<file path="config.mk">
export PLATFORM = sky130hd
export DESIGN_NAME = dma_burst_splitter
export DESIGN_NICKNAME = d
export VERILOG_FILES = /design/src/rtl/dma_split_pkg.sv /design/src/rtl/dma_burst_calc.sv /design/src/rtl/dma_outstanding_ctr.sv /design/src/rtl/dma_burst_splitter.sv
export SDC_FILE = /design/constraint.sdc
export NUM_CORES = 1
export LEC_CHECK = 0
export ABC_AREA = 1
export BUFFER_PORTS_ARGS = -buffer_cell sky130_fd_sc_hd__buf_4
export CORE_MARGIN = 2
export CORE_UTILIZATION = 55
export DETAILED_ROUTE_END_ITERATION = 12
export PLACE_DENSITY_LB_ADDON = 0.08
export SLEW_MARGIN = 10
export SYNTH_ARGS = -nofsm -noshare
export SYNTH_HDL_FRONTEND = slang
export SYNTH_HIERARCHICAL = 1
export SYNTH_SLANG_ARGS = --single-unit
</file>
<file path="constraint.sdc">
create_clock -name clk -period 5.1 [get_ports clk]
set_input_delay 0.51 -clock clk [delete_from_list [all_inputs] [get_ports clk]]
set_output_delay 0.51 -clock clk [all_outputs]
set_load 0.05 [all_outputs]
</file>
<file path="src/rtl/dma_split_pkg.sv">
package dma_split_pkg;

    localparam int AXI_LEN_W     = 8;
    localparam int AXI_MAX_BEATS = 256;
    localparam int CFG_LIMIT_W   = 4;
    localparam int PAGE_SMALL    = 1024;
    localparam int PAGE_LARGE    = 4096;

    typedef enum logic {
        ST_IDLE,
        ST_BUSY
    } split_state_e;

    typedef struct packed {
        logic                   page_1k;
        logic [CFG_LIMIT_W-1:0] limit;
    } cfg_snap_t;

    localparam cfg_snap_t CFG_RESET = '{page_1k: 1'b0, limit: 4'd3};

    function automatic logic [31:0] umin(input logic [31:0] a, input logic [31:0] b);
        return (a < b) ? a : b;
    endfunction

endpackage

</file>
<file path="src/rtl/dma_burst_calc.sv">
module dma_burst_calc
    import dma_split_pkg::*;
#(
    parameter int LEN_W      = 24,
    parameter int BEAT_BYTES = 8
) (
    input  logic [11:0]          addr_lo,
    input  logic [LEN_W-1:0]     rem_bytes,
    input  logic                 page_1k,
    output logic [LEN_W-1:0]     chunk_bytes,
    output logic [AXI_LEN_W-1:0] beat_len,
    output logic                 last
);
    localparam int BEAT_SH   = $clog2(BEAT_BYTES);
    localparam int MAX_BYTES = AXI_MAX_BEATS * BEAT_BYTES;

    logic [12:0]      page_off;
    logic [12:0]      to_edge;
    logic [31:0]      pick;
    logic [LEN_W-1:0] beats;

    always_comb begin
        page_off    = page_1k ? {3'b000, addr_lo[9:0]} : {1'b0, addr_lo};
        to_edge     = (page_1k ? 13'(PAGE_SMALL) : 13'(PAGE_LARGE)) - page_off;
        pick        = umin(32'(rem_bytes), 32'(to_edge));
        pick        = umin(pick, 32'(MAX_BYTES));
        chunk_bytes = LEN_W'(pick);
        beats       = chunk_bytes >> BEAT_SH;
        beat_len    = AXI_LEN_W'(beats - 1'b1);
        last        = (chunk_bytes == rem_bytes);
    end
endmodule

</file>
<file path="src/rtl/dma_outstanding_ctr.sv">
module dma_outstanding_ctr
    import dma_split_pkg::*;
#(
    parameter int CNT_W = CFG_LIMIT_W + 1
) (
    input  logic                   clk,
    input  logic                   rst,
    input  logic                   issue,
    input  logic                   rd_done,
    input  logic                   wr_done,
    input  logic [CFG_LIMIT_W-1:0] limit,
    output logic [CNT_W-1:0]       count,
    output logic                   room
);
    logic [CNT_W-1:0] cnt_d;

    always_comb begin
        cnt_d = count;
        if (issue)   cnt_d = cnt_d + CNT_W'(1);
        if (rd_done) cnt_d = cnt_d - CNT_W'(1);
        if (wr_done) cnt_d = cnt_d - CNT_W'(1);
    end

    always_ff @(posedge clk) begin
        if (rst) count <= '0;
        else     count <= cnt_d;
    end

    assign room = (count <= CNT_W'(limit));
endmodule

</file>
<file path="src/rtl/dma_burst_splitter.sv">
module dma_burst_splitter
    import dma_split_pkg::*;
#(
    parameter int ADDR_W     = 32,
    parameter int LEN_W      = 24,
    parameter int BEAT_BYTES = 8
) (
    input  logic                   clk,
    input  logic                   rst,
    input  logic                   req_valid,
    output logic                   req_ready,
    input  logic [ADDR_W-1:0]      req_addr,
    input  logic [LEN_W-1:0]       req_len,
    input  logic                   req_write,
    input  logic                   cfg_page_1k,
    input  logic [CFG_LIMIT_W-1:0] cfg_limit,
    output logic                   ar_valid,
    input  logic                   ar_ready,
    output logic [ADDR_W-1:0]      ar_addr,
    output logic [AXI_LEN_W-1:0]   ar_len,
    output logic                   aw_valid,
    input  logic                   aw_ready,
    output logic [ADDR_W-1:0]      aw_addr,
    output logic [AXI_LEN_W-1:0]   aw_len,
    input  logic                   rd_last_done,
    input  logic                   wr_resp_done
);
    localparam int CNT_W = CFG_LIMIT_W + 1;

    split_state_e         state_q;
    cfg_snap_t            snap_q;
    logic [ADDR_W-1:0]    cur_addr_q;
    logic [LEN_W-1:0]     rem_q;
    logic                 is_wr_q;

    logic [LEN_W-1:0]     chunk;
    logic [AXI_LEN_W-1:0] beat_len;
    logic                 last_chunk;
    logic [CNT_W-1:0]     out_cnt;
    logic                 room;
    logic                 burst_up;
    logic                 burst_hs;
    logic                 accept;
    logic                 zero_ack;
    logic                 busy;

    dma_burst_calc #(
        .LEN_W      (LEN_W),
        .BEAT_BYTES (BEAT_BYTES)
    ) u_calc (
        .addr_lo     (cur_addr_q[11:0]),
        .rem_bytes   (rem_q),
        .page_1k     (snap_q.page_1k),
        .chunk_bytes (chunk),
        .beat_len    (beat_len),
        .last        (last_chunk)
    );

    dma_outstanding_ctr #(
        .CNT_W (CNT_W)
    ) u_ctr (
        .clk     (clk),
        .rst     (rst),
        .issue   (burst_hs),
        .rd_done (rd_last_done),
        .wr_done (wr_resp_done),
        .limit   (snap_q.limit),
        .count   (out_cnt),
        .room    (room)
    );

    assign busy     = (state_q == ST_BUSY);
    assign accept   = !busy && req_valid && (req_len != '0);
    assign zero_ack = !busy && req_valid && (req_len == '0);
    assign burst_up = busy && room;

    assign ar_valid = burst_up && !is_wr_q;
    assign aw_valid = burst_up &&  is_wr_q;
    assign ar_addr  = cur_addr_q;
    assign aw_addr  = cur_addr_q;
    assign ar_len   = beat_len;
    assign aw_len   = beat_len;

    assign burst_hs  = (ar_valid && ar_ready) || (aw_valid && aw_ready);
    assign req_ready = zero_ack || (burst_hs && last_chunk);

    always_ff @(posedge clk) begin
        if (rst) begin
            state_q    <= ST_IDLE;
            snap_q     <= CFG_RESET;
            cur_addr_q <= '0;
            rem_q      <= '0;
            is_wr_q    <= 1'b0;
        end else begin
            case (state_q)
                ST_IDLE: begin
                    if (accept) begin
                        state_q    <= ST_BUSY;
                        snap_q     <= '{page_1k: cfg_page_1k, limit: cfg_limit};
                        cur_addr_q <= req_addr;
                        rem_q      <= req_len;
                        is_wr_q    <= req_write;
                    end
                end
                ST_BUSY: begin
                    if (burst_hs) begin
                        cur_addr_q <= cur_addr_q + ADDR_W'(chunk);
                        rem_q      <= rem_q - chunk;
                        if (last_chunk) state_q <= ST_IDLE;
                    end
                end
                default: state_q <= ST_IDLE;
            endcase
        end
    end
endmodule

</file>
==> flow_summary_export.csv <==
group,metric,value,unit
floorplanning,dieWidth,130,um
sta,finalCritPeriodShare,93.5,%
min_path,hp-class,"in2reg",
logic_synthesis,synth_edf_count,0,
final_layout,drive_gt1_share,14.9,%
detailed_routing,drt_iter0_drc,712,
grt,track_usage,32.4,%
grt,grtUsageMet2,55.1,%
final_layout,finish.utilization,63.7,%
final_layout,fillers,1677,
grt,grt-ovfl-total,0,
clocking,clk_pin_slew,0.07,ns
worst_setup_path,r2r_slack,0.42,ns
clocking,cts_resized,0,
grt,grt_pass1_wl,42.9,mm
final_layout,multi_input_area,5990,um2
sta,max_freq,0.210,GHz
final_layout,ff_latch_area,1360,um2
clocking,cts_buffers,9,
worst_setup_path,cp-start-kind,"flop",
detailed_routing,routed_wl,27.4,mm
placement,portBuffers,151,
logic_synthesis,yosys_warnings,6,
floorplanning,start_util,55.7,%
clocking,clk_latency,0.35,ns
clocking,cts_sinks,68,
detailed_routing,drc,0,
clocking,holdBufCountCts,0,
final_layout,syn_to_final_growth,14.4,%
worst_setup_path,rr_startpoint,"ar_addr[1]",
detailed_routing,vias,9636,
clocking,post-cts-setup-buffer-count,0,
floorplanning,core_region_area,15800,um2
clocking,clk_path_buf_depth,2,
logic_synthesis,ys_ff_latch,68,
final_layout,finalNetCount,1789,
sta,slew-limit-headroom,28.6,%
grt,gr-usage-met1,41.4,%
logic_synthesis,synth_area_per_cell,5.65,um2
final_layout,final_cells,1871,
logic_synthesis,netlist.area_leader.share,20.6,%
grt,grt_busiest_layer,"met2",
grt,antenna_found_initial,0,
sta,worst_pin_slew,1.07,ns
sta,fin_crit,4.77,ns
sta,fin_skew,0.00842,ns
floorplanning,rows,46,
worst_setup_path,cp_max_fo,19,
grt,met3_usage,4.14,%
logic_synthesis,synth.distinct_cells,44,
logic_synthesis,yosysSeqAreaShare,15.5,%
logic_synthesis,synthTopCellsByCount,"nand2_1, inv_1, nor2_1",
final_layout,num_antenna_cells,0,
logic_synthesis,synthTopCellsByArea,"nand2_1, dfxtp_1, inv_1",
worst_setup_path,crit_type,"reg2out",
worst_setup_path,cp-end-kind,"output port",
worst_setup_path,critPathLaunch,"ar_addr[1]",
grt,grt_max_degree,83,
run,drv_cap,0,
detailed_routing,dr.pass1.iters,5,
sta,rsz0062_at_grt,"no",
worst_setup_path,cp_data_required_time,4.59,ns
placement,post-place-cells,1855,
worst_setup_path,r2r_cells,31,
power,ir_drop,0.650,mV
grt,grt_pass1_vias,8616,
outcome,status,"finished, final reports clean",
logic_synthesis,synth_area_leader_cell,"nand2_1",
sta,slew_viol_final,0,
placement,place_congestion,0.991,
logic_synthesis,yosysMostFrequentCell,"nand2_1",
detailed_routing,vias_per_cell,5.15,
floorplanning,die_y,130,um
floorplanning,io_pins,152,
power,p_leak,5.41,nW
sta,finalHoldViolations,0,
power,power.density,506,nW/um2
clocking,cts_tree,"yes",
detailed_routing,ant_nets,0,
clocking,cts_max_level,3,
sta,setup_viol,0,
logic_synthesis,syn_inst,1555,
worst_setup_path,rr_endpoint,"rem_q[18]",
logic_synthesis,synth_async_sr_flop_share,0,%
logic_synthesis,syn_area,8780,um2
detailed_routing,wl_per_cell,14.6,um
logic_synthesis,synth_ff_type,"dfxtp_1",
sta,setup_tns,0,ns
worst_setup_path,endpoint,"req_ready",
placement,hpwl,21.5,mm
floorplanning,die_area,17000,um2
clocking,clock-root-buffer,"clkbuf_16",
worst_setup_path,cp.arrival,4.26,ns
==> worst max-delay path: stages (launching register included) <==
cell and delay [ns]:
dfxtp_1 0.38, inv_1 0.11, ha_1 0.19, nand2_1 0.08
nor2_2 0.13, nand4_1 0.23, nor2_1 0.19, xnor2_1 0.16
ha_1 0.26, nand2_1 0.07, o21bai_1 0.11, a21oi_1 0.11
nor2_4 0.25, nand2_8 0.14, nand2_4 0.12, nand2_8 0.12
inv_2 0.15, nand2_1 0.13, nand2_1 0.09, nand2_1 0.05
nor2_1 0.16, nand3_1 0.11, nor2_1 0.11, inv_1 0.06
o22ai_1 0.17, buf_4 0.23
==> routing by layer <==
layer / routed length [um] / share of wire, % / vias up
met1: 12200 / 45 / 4253
met5: 0 / 0 / -
met2: 12600 / 46 / 332
met4: 988 / 3.6 / 0
li1: - / - / 4994
met3: 1600 / 5.8 / 57
==> worst min path at each step <==
stage                       startpoint         to  depth (start not counted)
final                     cfg_limit[1]  snap_q[1]                          3
after floorplan              snap_q[1]  snap_q[1]                          2
after global placement       snap_q[1]  snap_q[1]                          2
after detailed placement     snap_q[1]  snap_q[1]                          2
after global routing      cfg_limit[1]  snap_q[1]                          3
after CTS                 cfg_limit[1]  snap_q[1]                          3
==> stage by stage <==
step           area [um2]  hold WS (ns)  power (mW)  worst slack, ns
2_1_floorplan        8830         0.442        3.56           0.0706
3_3_place_gp         9700         0.458        4.31            0.535
3_5_place_dp         9700         0.461        4.33            0.435
4_1_cts             10000         0.364        5.03            0.380
5_1_grt             10000         0.383        5.45          0.00983
6_report            10000         0.374        5.08            0.334
==> layout make-up <==
type / count / share of cell area, %
clock buffers: 10 / 2.38
clock inverters: 6 / 0.710
inverters: 246 / 9.21
multi-input cells: 1167 / 59.6
flip-flops and latches: 68 / 13.6
well taps: 216 / 2.69
repair buffers: 158 / 11.8
==> logic make-up (layout without fill, tap and decap cells) <==
family | after synthesis | count (layout) | synth area share (%)
compound gates | 197 | 197 | 12.3
flops | 68 | 68 | 15.5
simple gates | 848 | 848 | 40.8
fa+ha+maj | 70 | 70 | 10.1
xor+xnor | 40 | 40 | 4.08
buf+inv | 331 | 420 | 17.2
other cells | 1 | 12 | 0.0427
==> report_power, final <==
group | switching [mW] | leakage [nW] | total, mW | internal [mW]
Clock | 0.288 | 0.146 | 0.685 | 0.397
Combinational | 2.52 | 4.70 | 3.65 | 1.13
Sequential | 0.130 | 0.563 | 0.742 | 0.612
Total | 2.94 | 5.41 | 5.08 | 2.14
==> placed cells by master, fill, tap and decap left out, types with 3 or more instances in the layout <==
master and n:
nand2_2 20, xor2_1 29, o21ai_1 9, nand2_1 480, dfxtp_1 67, nand3_1 103
or2_2 5, inv_2 5, o21bai_1 7, o211ai_1 4, nand4_1 14, a31oi_1 7
nor2_4 3, xnor2_1 8, conb_1 12, o21ai_0 47, clkbuf_16 9, a21oi_2 11
buf_4 158, or2_1 4, nor2_1 177, a21oi_1 106, nand2_4 4, ha_1 67
nor2_2 11, inv_1 240, nor3_1 16, nand3b_1 3
==> state kept, by name (all words and copies together), names as in the netlist <==
name	count
busy	1
rem_q	24
ar_addr	32
u_ctr/count	5
is_wr_q	1
snap_q	5
No activity file was read; power rests on OpenSTA's default activity.
